<file path="src/rtl/evtPrescalePkg.sv">
package evtPrescalePkg;
  typedef struct packed {
    logic fire;
    logic clrCnt;
  } ctlStrobe_t;
endpackage

</file>
<file path="src/rtl/evtPrescaleDatapath.sv">
module evtPrescaleDatapath
  import evtPrescalePkg::*;
#(
  parameter int CNT_W  = 2,
  parameter int DATA_W = 16
) (
  input  logic              clk,
  input  logic              rstN,
  input  logic              evtStrobe,
  input  logic              cfgWrEn,
  input  logic [DATA_W-1:0] cfgWrData,
  input  ctlStrobe_t        ctl,
  output logic [CNT_W-1:0]  prdQ,
  output logic              enQ,
  output logic [CNT_W-1:0]  cntQ,
  output logic [DATA_W-1:0] cntRead
);
  localparam int EN_BIT = CNT_W;
  localparam logic [CNT_W-1:0] CNT_MAX = {CNT_W{1'b1}};

  logic prdOn;
  logic incOk;
  assign prdOn = (prdQ != '0);
  assign incOk = evtStrobe && (cfgWrEn || (prdOn && (cntQ < prdQ)));

  always_ff @(posedge clk) begin
    if (!rstN) begin
      prdQ <= '0;
      enQ  <= 1'b0;
      cntQ <= '0;
    end else begin
      if (cfgWrEn) begin
        prdQ <= cfgWrData[CNT_W-1:0];
        enQ  <= cfgWrData[EN_BIT];
      end
      if (ctl.clrCnt) begin
        cntQ <= '0;
      end else if (incOk) begin
        if (cntQ != CNT_MAX) cntQ <= cntQ + 1'b1;
      end else if (!cfgWrEn && prdOn && (cntQ > prdQ)) begin
        cntQ <= prdQ;
      end
    end
  end

  assign cntRead = {{(DATA_W-CNT_W){1'b0}}, cntQ};

  // with a steady non-zero period the count never climbs past it
  assert_cnt_bounded_R3: assert property (@(posedge clk) disable iff (!rstN)
    (!cfgWrEn && prdOn && (cntQ <= prdQ)) |=> (cntQ <= $past(prdQ)));

  // a zero period freezes the counter outside write cycles
  assert_off_holds_R5: assert property (@(posedge clk) disable iff (!rstN)
    (!cfgWrEn && !prdOn) |=> $stable(cntQ));

  // an event coinciding with a write still counts
  assert_wr_evt_inc_R7: assert property (@(posedge clk) disable iff (!rstN)
    (cfgWrEn && evtStrobe && !ctl.clrCnt && (cntQ != CNT_MAX))
      |=> (cntQ == $past(cntQ) + 1'b1));
endmodule

</file>
<file path="src/rtl/evtPrescaleControl.sv">
module evtPrescaleControl
  import evtPrescalePkg::*;
#(
  parameter int CNT_W = 2
) (
  input  logic             clk,
  input  logic             rstN,
  input  logic [CNT_W-1:0] prdQ,
  input  logic             enQ,
  input  logic [CNT_W-1:0] cntQ,
  input  logic             flagClr,
  input  logic             forceStrobe,
  output ctlStrobe_t       ctl,
  output logic             intPulse,
  output logic             intFlag
);
  logic prdOn, reach, allow, fireNow;
  logic pulseQ, flagQ;

  assign prdOn   = (prdQ != '0);
  assign reach   = prdOn && (cntQ >= prdQ);
  assign allow   = enQ && !flagQ && prdOn;
  assign fireNow = allow && (reach || forceStrobe);

  always_comb begin
    ctl.fire   = fireNow;
    ctl.clrCnt = allow && reach;
  end

  always_ff @(posedge clk) begin
    if (!rstN) begin
      pulseQ <= 1'b0;
      flagQ  <= 1'b0;
    end else begin
      pulseQ <= fireNow;
      if (fireNow)      flagQ <= 1'b1;
      else if (flagClr) flagQ <= 1'b0;
    end
  end

  assign intPulse = pulseQ;
  assign intFlag  = flagQ;

  // the interrupt is a single-cycle pulse
  assert_pulse_single_R2: assert property (@(posedge clk) disable iff (!rstN)
    pulseQ |=> !pulseQ);

  // the flag only rises together with a pulse
  assert_flag_rise_R3: assert property (@(posedge clk) disable iff (!rstN)
    $rose(flagQ) |-> pulseQ);

  // no interrupt while the period is zero
  assert_no_fire_off_R5: assert property (@(posedge clk) disable iff (!rstN)
    !prdOn |=> !pulseQ);

  // set wins over a coinciding clear
  assert_set_wins_R4: assert property (@(posedge clk) disable iff (!rstN)
    (fireNow && flagClr) |=> flagQ);
endmodule

</file>
<file path="src/rtl/evtPrescale.sv">
module evtPrescale
  import evtPrescalePkg::*;
#(
  parameter int CNT_W  = 2,
  parameter int DATA_W = 16
) (
  input  logic              clk,
  input  logic              rstN,
  input  logic              evtStrobe,
  input  logic              cfgWrEn,
  input  logic [DATA_W-1:0] cfgWrData,
  input  logic              flagClr,
  input  logic              forceStrobe,
  output logic              intPulse,
  output logic              intFlag,
  output logic [DATA_W-1:0] cntRead
);
  ctlStrobe_t       ctl;
  logic [CNT_W-1:0] prdQ;
  logic [CNT_W-1:0] cntQ;
  logic             enQ;

  evtPrescaleDatapath #(.CNT_W(CNT_W), .DATA_W(DATA_W)) uDp (
    .clk(clk), .rstN(rstN), .evtStrobe(evtStrobe), .cfgWrEn(cfgWrEn),
    .cfgWrData(cfgWrData), .ctl(ctl), .prdQ(prdQ), .enQ(enQ),
    .cntQ(cntQ), .cntRead(cntRead)
  );

  evtPrescaleControl #(.CNT_W(CNT_W)) uCtl (
    .clk(clk), .rstN(rstN), .prdQ(prdQ), .enQ(enQ), .cntQ(cntQ),
    .flagClr(flagClr), .forceStrobe(forceStrobe), .ctl(ctl),
    .intPulse(intPulse), .intFlag(intFlag)
  );
endmodule

</file>
<file path="config.mk">
export PLATFORM = sky130hd
export DESIGN_NAME = evtPrescale
export DESIGN_NICKNAME = d
export VERILOG_FILES = /design/src/rtl/evtPrescalePkg.sv /design/src/rtl/evtPrescaleDatapath.sv /design/src/rtl/evtPrescaleControl.sv /design/src/rtl/evtPrescale.sv
export SDC_FILE = /design/constraint.sdc
export NUM_CORES = 1
export LEC_CHECK = 0
export BUFFER_PORTS_ARGS = -buffer_cell sky130_fd_sc_hd__buf_2
export CAP_MARGIN = 20
export CORE_MARGIN = 10
export CORE_UTILIZATION = 37
export DETAILED_ROUTE_END_ITERATION = 6
export GPL_TIMING_DRIVEN = 0
export HOLD_SLACK_MARGIN = 0.12
export PLACE_DENSITY = 0.73
export SYNTH_ARGS = -nofsm -noshare
export SYNTH_HDL_FRONTEND = slang
export SYNTH_HIERARCHICAL = 1
export SYNTH_SLANG_ARGS = --single-unit
</file>
<file path="constraint.sdc">
create_clock -name clk -period 1.7 [get_ports clk]
set_clock_uncertainty 0.1 [all_clocks]
set_input_delay 0.255 -clock clk [delete_from_list [all_inputs] [get_ports clk]]
set_output_delay 0.255 -clock clk [all_outputs]
set_load 0.01 [all_outputs]
</file>
After elaboration in Yosys (flattened, before gate mapping)

Cells that the tools add are included.

Logic and storage cells: 35
Input bits: 22
Output and inout bits: 18
Register bits after elaboration: 7

Order comparisons: 3
Reductions and logical operators: 18
$add $sub $neg: 1
Mux-type cells: 5
Equality and inequality tests: 2
Bitwise operators: 1

Operator list:

| kind                                                          | number |
|---|---|
| 1-bit logical AND                                             | 9 |
| 2-bit two-way mux                                             | 3 |
| 2-bit nonzero test                                            | 3 |
| 2-bit != test, second input constant                          | 2 |
| 2-bit by 1-bit adder with 2-bit output, second input constant | 1 |
| 2-bit >= comparator                                           | 1 |
| 2-bit greater-than comparator                                 | 1 |
| 1-bit zero test                                               | 2 |
| 1-bit logical OR                                              | 2 |
| 2-bit less-than comparator                                    | 1 |
| 1-bit two-way mux                                             | 2 |
| 2-bit AND reduction                                           | 1 |
| 2-bit OR reduction                                            | 1 |
| 1-bit inverter                                                | 1 |

Depth between registers and ports, before layout

Gate-level depths: netlist of the first run.

Depth in word-level cells: 6
Mapped depth: 7
Gate-level depth less buffers: 7

Cells and area by module

The synthesis of the first run kept the hierarchy.

By module, submodules not included:

| module              | sequential area each (um^2) | instances | area each (um^2) | cells an instance |
|---|---|---|---|---|
| evtPrescaleDatapath | 100.1                       | 1         | 470.5            | 52 |
| evtPrescaleControl  | 40.0                        | 1         | 178.9            | 19 |

Worst setup path after synthesis of the first run

No wires, ideal clock.

Path kind: register -> register
Start: register uDp.prdQ[1]
End: register uDp.cntQ[0]
Data required time: 1.497 ns
Period minus slack after synthesis: 1.874 ns
Path buffers: 0
Slack: -0.174 ns
Cell stages (with the launch flop): 8
Data arrival time: 1.671 ns
Library setup time: 0.103 ns
Cells stage by stage: dfxtp_1 > inv_1 > ha_1 > nor2b_4 > o31ai_4 > o2bb2ai_2 > nor2_2 > a2111oi_2

Longest elaborated chain between the ends: 6
Elaborated cells on any way between the ends: 17
Those cells by class: 3 x order compare; 1 x eq/ne; 1 x mux; 12 x reduce/logical

RTL lines:

| element                                                                     | RTL line                                                                       | RTL |
|---|---|---|
| from (decl)                                                                 | evtPrescaleDatapath.sv:13                                                      | `output logic [CNT_W-1:0] prdQ,` |
| from (signal assigned)                                                      | evtPrescaleDatapath.sv:33                                                      | `prdQ <= cfgWrData[CNT_W-1:0];` |
| 2-bit less-than comparator / 2-bit nonzero test (equally long branches)     | evtPrescaleDatapath.sv:24, evtPrescaleDatapath.sv:23, evtPrescaleControl.sv:20 |  |
| 1-bit logical AND                                                           | evtPrescaleDatapath.sv:24                                                      | `assign incOk = evtStrobe && (cfgWrEn \|\| (prdOn && (cntQ < prdQ)));` |
| 1-bit logical OR                                                            | evtPrescaleDatapath.sv:24                                                      |  |
| 1-bit logical AND                                                           | evtPrescaleDatapath.sv:24                                                      |  |
| 2-bit != test (no source line) / 2-bit nonzero test (equally long branches) | --                                                                             |  |
| 2-bit AND reduction (no source line)                                        | --                                                                             |  |
| to (signal assigned)                                                        | evtPrescaleDatapath.sv:39                                                      | `if (cntQ != CNT_MAX) cntQ <= cntQ + 1'b1;` |
| to (signal assigned)                                                        | evtPrescaleDatapath.sv:41                                                      | `cntQ <= prdQ;` |
| to (decl)                                                                   | evtPrescaleDatapath.sv:15                                                      | `output logic [CNT_W-1:0] cntQ,` |

Parallel ways exist; a longest one is shown, timed or not.
A chain may end at the register's enable or synchronous reset.

Worst setup path in the final report of the first run

Start: register uDp.cntQ[1]
End: register uDp.cntQ[0]

Longest elaborated chain between the ends: 6
Elaborated cells on any way between the ends: 15
Those cells by class: 3 x order compare; 2 x eq/ne; 1 x mux; 9 x reduce/logical

RTL lines:

| element                                                                     | RTL line |
|---|---|
| 2-bit less-than comparator                                                  | evtPrescaleDatapath.sv:24 |
| 1-bit logical AND                                                           | evtPrescaleDatapath.sv:24 |
| 1-bit logical OR                                                            | evtPrescaleDatapath.sv:24 |
| 1-bit logical AND                                                           | evtPrescaleDatapath.sv:24 |
| 2-bit != test (no source line) / 2-bit nonzero test (equally long branches) | -- |
| 2-bit AND reduction (no source line)                                        | -- |

Parallel ways exist; a longest one is shown, timed or not.

==> results of run 1 <==
[final timing paths]
kind	cells past startpoint	startpoint	to
worst min register to register	2	uDp/enQ$_SDFFE_PN0P_	uCtl/intPulse$_SDFF_PN0_
worst max register to register	6	uDp/cntQ[1]$_SDFFE_PP0P_	uDp/cntQ[0]$_SDFFE_PP0P_
worst min-delay path	3	cfgWrData[2]	uDp/enQ$_SDFFE_PN0P_
worst max-delay path	6	uDp/cntQ[1]$_SDFFE_PP0P_	uDp/cntQ[0]$_SDFFE_PP0P_
[final cells by class]
type                    instances  area, µm²
fillers                       138      625.6
multi-input cells              51      479.2
flip-flops and latches          7      155.1
plain buffers                  17      125.1
repair buffers                 19      118.9
clock buffers                   4      26.28
inverters                       7      26.28
well taps                      16      20.02
[critical path, stage by stage, from the launching register on]
cell and delay [ps]:
dfxtp_4 350, ha_4 240, nor2b_4 130, o21bai_2 200, o2bb2ai_4 100, a21boi_2 180
a2111oi_4 270
[stage by stage]
stage | hold slack [ps] | instance area (µm²)
after floorplan | 281.8 | 704.4
after global placement | 401.2 | 779.5
after detailed placement | 403.1 | 779.5
after CTS | 161.0 | 919.6
after global routing | 193.6 | 950.9
final | 173.1 | 950.9
[where the power goes]
group	internal (µW)	leakage, µW	switching [µW]	total, µW
sequential	174	0.0000601	12.5	186
combinational	143	0.000397	117	259
clock	89.6	0.0000150	62.4	152
[repair_timing]
| item | CTS | global route |
|---|---|---|
| gates resized for setup | 12 | 3 |
| pin swaps | 4 | 1 |
| endpoints found under the setup margin | 2 | 2 |
| setup buffers | 7 | 1 |
[state kept, by name (all words and copies together), names as in the netlist]
signal and cells:
uCtl/intFlag 1, uCtl/intPulse 1, uDp/cntQ 2, uDp/enQ 1, uDp/prdQ 2
[routing by layer]
| metal | wire (µm) | up-vias | global-route usage [%] |
|---|---|---|---|
| met5 | 0 | - | 0 |
| met4 | 0 | 0 | 5.414 |
| met3 | 163 | 0 | 4.321 |
| met2 | 665 | 20 | 13.18 |
| met1 | 569 | 230 | 7.728 |
| li1 | - | 275 | - |
==> impl_metrics.py, run 1 <==
metrics = {
    "run_status": {
        "status": "finished, final reports clean",
    },
    "floorplan": {
        "die_x_um": 61.53,
        "start_util_pct": 40.48,
        "row_count": 14,
        "core_area_um2": 1577,
        "io_pins": 40,
        "die_y_um": 61.53,
        "dieArea_um2": 3786,
    },
    "synthesis": {
        "avgSynthCellArea_um2": 9.248,
        "ys_warn_count": 6,
        "synth_area_um2": 638.1,
        "synth_cells": 69,
    },
    "final_layout": {
        "instances_no_fill": 121,
        "layout_common_cells": "buf_4, conb_1, buf_2",
        "fin_util_pct": 60.32,
        "antenna_cells": 0,
        "syn_to_final_growth_pct": 49.02,
        "nets": 133,
        "drive_above_1_share_pct": 59.05,
        "layout_commonest_cell": "buf_4",
    },
    "clock_tree": {
        "cts_hold_buf": 0,
        "cts_root_buf": "clkbuf_4",
        "htree_levels": 1,
        "cts-buffers-inserted": 3,
        "clockBufferDepth": 2,
        "clk_latency_ps": 250,
        "clk_pin_slew_worst_paths_ps": 60,
        "cts_tree": "yes",
        "clkSinkCount": 7,
    },
    "placement": {
        "gp_congestion": 0.6723,
        "placed_cells": 109,
        "dp_hpwl_um": 1061,
        "dp_slack_ps": -163.1,
        "portBuffers": 11,
    },
    "worst_setup_path": {
        "arrival_ps": 1730,
        "end_kind": "flip-flop",
        "r2r_slack_ps": 20,
        "startpoint_type": "flip-flop",
        "crit_fanout": 3,
        "path_class": "flip-flop to flip-flop",
        "crit_required_ps": 1750,
    },
    "pwr": {
        "p_leak_uw": 0.0004721,
        "total_power_uw": 597.7,
        "max-vdd-ir-drop_uv": 399.3,
        "p_per_area_nw_per_um2": 628.5,
    },
    "detailed_routing": {
        "drt_pass1_iterations": 3,
        "detail_route.vias_per_cell": 4.339,
        "wl_per_cell_um": 11.55,
        "drc": 0,
        "drt_iter0_markers": 1,
        "ant_nets": 0,
        "vias": 525,
        "wl_um": 1398,
    },
    "timing": {
        "fmax_ghz": 0.5946,
        "final-hold-violation-count": 0,
        "rsz0062_at_grt": "true",
        "setup_ws_ps": 18.26,
        "setup_viol": 0,
        "tns_ps": 0,
        "layout_min_cycle_time_ps": 1682,
        "slew_viol_final": 0,
        "fin_crit_sh_pct": 98.93,
    },
    "flow_run": {
        "cap_violations": 0,
    },
    "min_path": {
        "hold_path.class": "input pin to flip-flop",
    },
    "global_routing": {
        "grt_overflow": 0,
        "grt_max_degree": 9,
        "grt_pass1_wl_um": 2297,
        "first_global_vias": 562,
        "track_usage_pct": 8.058,
        "antenna_found_initial": 0,
    },
}
No activity file was read; power rests on OpenSTA's default activity.
==> run 2, diff against run 1 <==
- CORE_UTILIZATION: 37 -> 39
- CTS_BUF_LIST: unset -> sky130_fd_sc_hd__clkbuf_8
- PLACE_DENSITY: 0.73 -> unset
- PLACE_DENSITY_LB_ADDON: unset -> 0.1
==> impl_metrics.py, run 2 (same netlist as run 1, synthesis figures left out) <==
metrics = {
    "global_routing": {
        "track_usage_pct": 7.750,
        "grt_pass1_wl_um": 2214,
        "grt_max_degree": 9,
        "antenna_found_initial": 0,
        "first_global_vias": 506,
        "grt_overflow": 0,
    },
    "timing": {
        "setup_viol": 1,
        "rsz0062_at_grt": "true",
        "slew_viol_final": 0,
        "fmax_ghz": 0.5880,
        "layout_min_cycle_time_ps": 1701,
        "fin_crit_sh_pct": 100.0,
        "final-hold-violation-count": 0,
        "setup_ws_ps": -0.5700,
    },
    "worst_setup_path": {
        "arrival_ps": 1720,
        "end_kind": "flip-flop",
        "startpoint_type": "flip-flop",
        "worstSetupStartpoint": "uDp/prdQ[1]$_SDFFE_PN0P_",
        "crit_fanout": 3,
        "rr_startpoint": "uDp/prdQ[1]$_SDFFE_PN0P_",
        "slowest_delay_ps": 340,
        "crit_required_ps": 1720,
        "cpLargestDelayFamily": "compound AO/OA/AOI/OAI gates",
        "crit_buf_inv": 1,
        "path_cells": "inv_2, ha_4, nor2b_4, o31ai_4, o2bb2ai_4, a21boi_2, a2111oi_4",
        "path_class": "flip-flop to flip-flop",
        "critPathSlowestCell": "dfxtp_4",
    },
    "placement": {
        "dp_hpwl_um": 1089,
        "gp_congestion": 0.7158,
        "portBuffers": 11,
        "dp_slack_ps": -186.5,
    },
    "final_layout": {
        "top_regs": "uDp/cntQ x2, uDp/prdQ x2",
        "syn_to_final_growth_pct": 51.96,
        "fin_util_pct": 63.63,
        "drive_above_1_share_pct": 60.58,
        "layout_common_cells": "buf_4, conb_1, buf_2",
        "layout_commonest_cell": "buf_4",
        "nets": 132,
        "antenna_cells": 0,
    },
    "floorplan": {
        "die_y_um": 60.45,
        "core_area_um2": 1524,
        "dieArea_um2": 3654,
        "die_x_um": 60.45,
        "row_count": 14,
        "start_util_pct": 41.87,
        "io_pins": 40,
    },
    "detailed_routing": {
        "drt_iter0_markers": 0,
        "drt_pass1_iterations": 1,
        "drc": 0,
        "wl_per_cell_um": 12.06,
        "wl_um": 1447,
        "ant_nets": 0,
        "detail_route.vias_per_cell": 4.183,
        "vias": 502,
    },
    "clock_tree": {
        "cts_tree": "yes",
        "clockBufferDepth": 2,
        "htree_levels": 1,
        "cts_hold_buf": 0,
        "clk_latency_ps": 220,
        "clk_pin_slew_worst_paths_ps": 40,
        "cts-buffers-inserted": 3,
        "cts_root_buf": "clkbuf_8",
        "clkSinkCount": 7,
    },
    "run_status": {
        "status": "finished, violations left",
        "violations": "setup timing",
    },
    "min_path": {
        "hold_start": "cfgWrData[1]",
        "hold_path.class": "input pin to flip-flop",
    },
    "pwr": {
        "total_power_uw": 672.9,
        "max-vdd-ir-drop_uv": 407.0,
        "p_per_area_nw_per_um2": 693.9,
        "p_leak_uw": 0.0004813,
    },
    "flow_run": {
        "cap_violations": 0,
    },
}
-- run 2: cell count changes in the layout (fill, tap and decap cells not counted), sizes merged --
cell    delta
inv        +1
buf        -1
clkbuf     -1
-- run 2: worst paths after layout --
kind	to	slack, ps	cells after the start
max	uDp/cntQ[0]$_SDFFE_PP0P_	-0.6	7
max reg2reg	uDp/cntQ[0]$_SDFFE_PP0P_	-0.6	7
min reg2reg	uCtl/intFlag$_SDFFE_PN0P_	410	2
min	uDp/prdQ[1]$_SDFFE_PN0P_	200	3
-- run 2: routing by layer --
| metal | vias up | share of wire (%) | track usage, % |
|---|---|---|---|
| li1 | 273 | - | - |
| met1 | 215 | 39 | 7.746 |
| met2 | 14 | 52 | 13.82 |
| met3 | 0 | 9.3 | 3.549 |
| met4 | 0 | 0 | 2.821 |
| met5 | - | 0 | 0 |
-- run 2: worst register-to-register path, delay by kind of cell (launching register included) --
kind                       cells  cell delay [ps]
AOI/OAI and AO/OA              4              680
adders and majority gates      1              260
buffers and inverters          1               40
DFF                            1              340
and+or+nand+nor                1              180
-- run 2: where the power goes --
part	leakage (µW)	internal [µW]	total [µW]	switching [µW]
Sequential	0.0000601	174	188	13.1
Combinational	0.000394	142	261	118
Clock	0.0000269	156	225	68.8
Total	0.000481	473	673	200
-- run 2: final cells by class --
| type | count | area [µm²] |
|---|---|---|
| plain buffers | 17 | 125.1 |
| inverters | 7 | 26.28 |
| flip-flops and latches | 7 | 155.1 |
| repair buffers | 18 | 111.4 |
| clock inverters | 1 | 3.754 |
| multi-input cells | 51 | 486.7 |
| fillers | 132 | 554.3 |
| clock buffers | 3 | 41.29 |
| well taps | 16 | 20.02 |
-- run 2: repair_timing --
action                                  4_1_cts  5_1_grt
pin swaps                                     4        2
buffers inserted                              5        2
gates resized for setup                      13        4
endpoints found under the setup margin        2        2
-- run 2: stage by stage --
| stage | setup TNS (ps) | hold WS [ps] | instance area, µm² | std cells |
|---|---|---|---|---|
| final | -0.5700 | 195.3 | 969.7 | 120 |
| after global routing | -80.88 | 201.4 | 969.7 | 120 |
| after CTS | -9.917 | 193.7 | 928.4 | 118 |
| after detailed placement | -320.4 | 410.7 | 779.5 | 109 |
| after global placement | -272.1 | 405.4 | 779.5 | 109 |
| after floorplan | 0 | 281.8 | 704.4 | 82 |
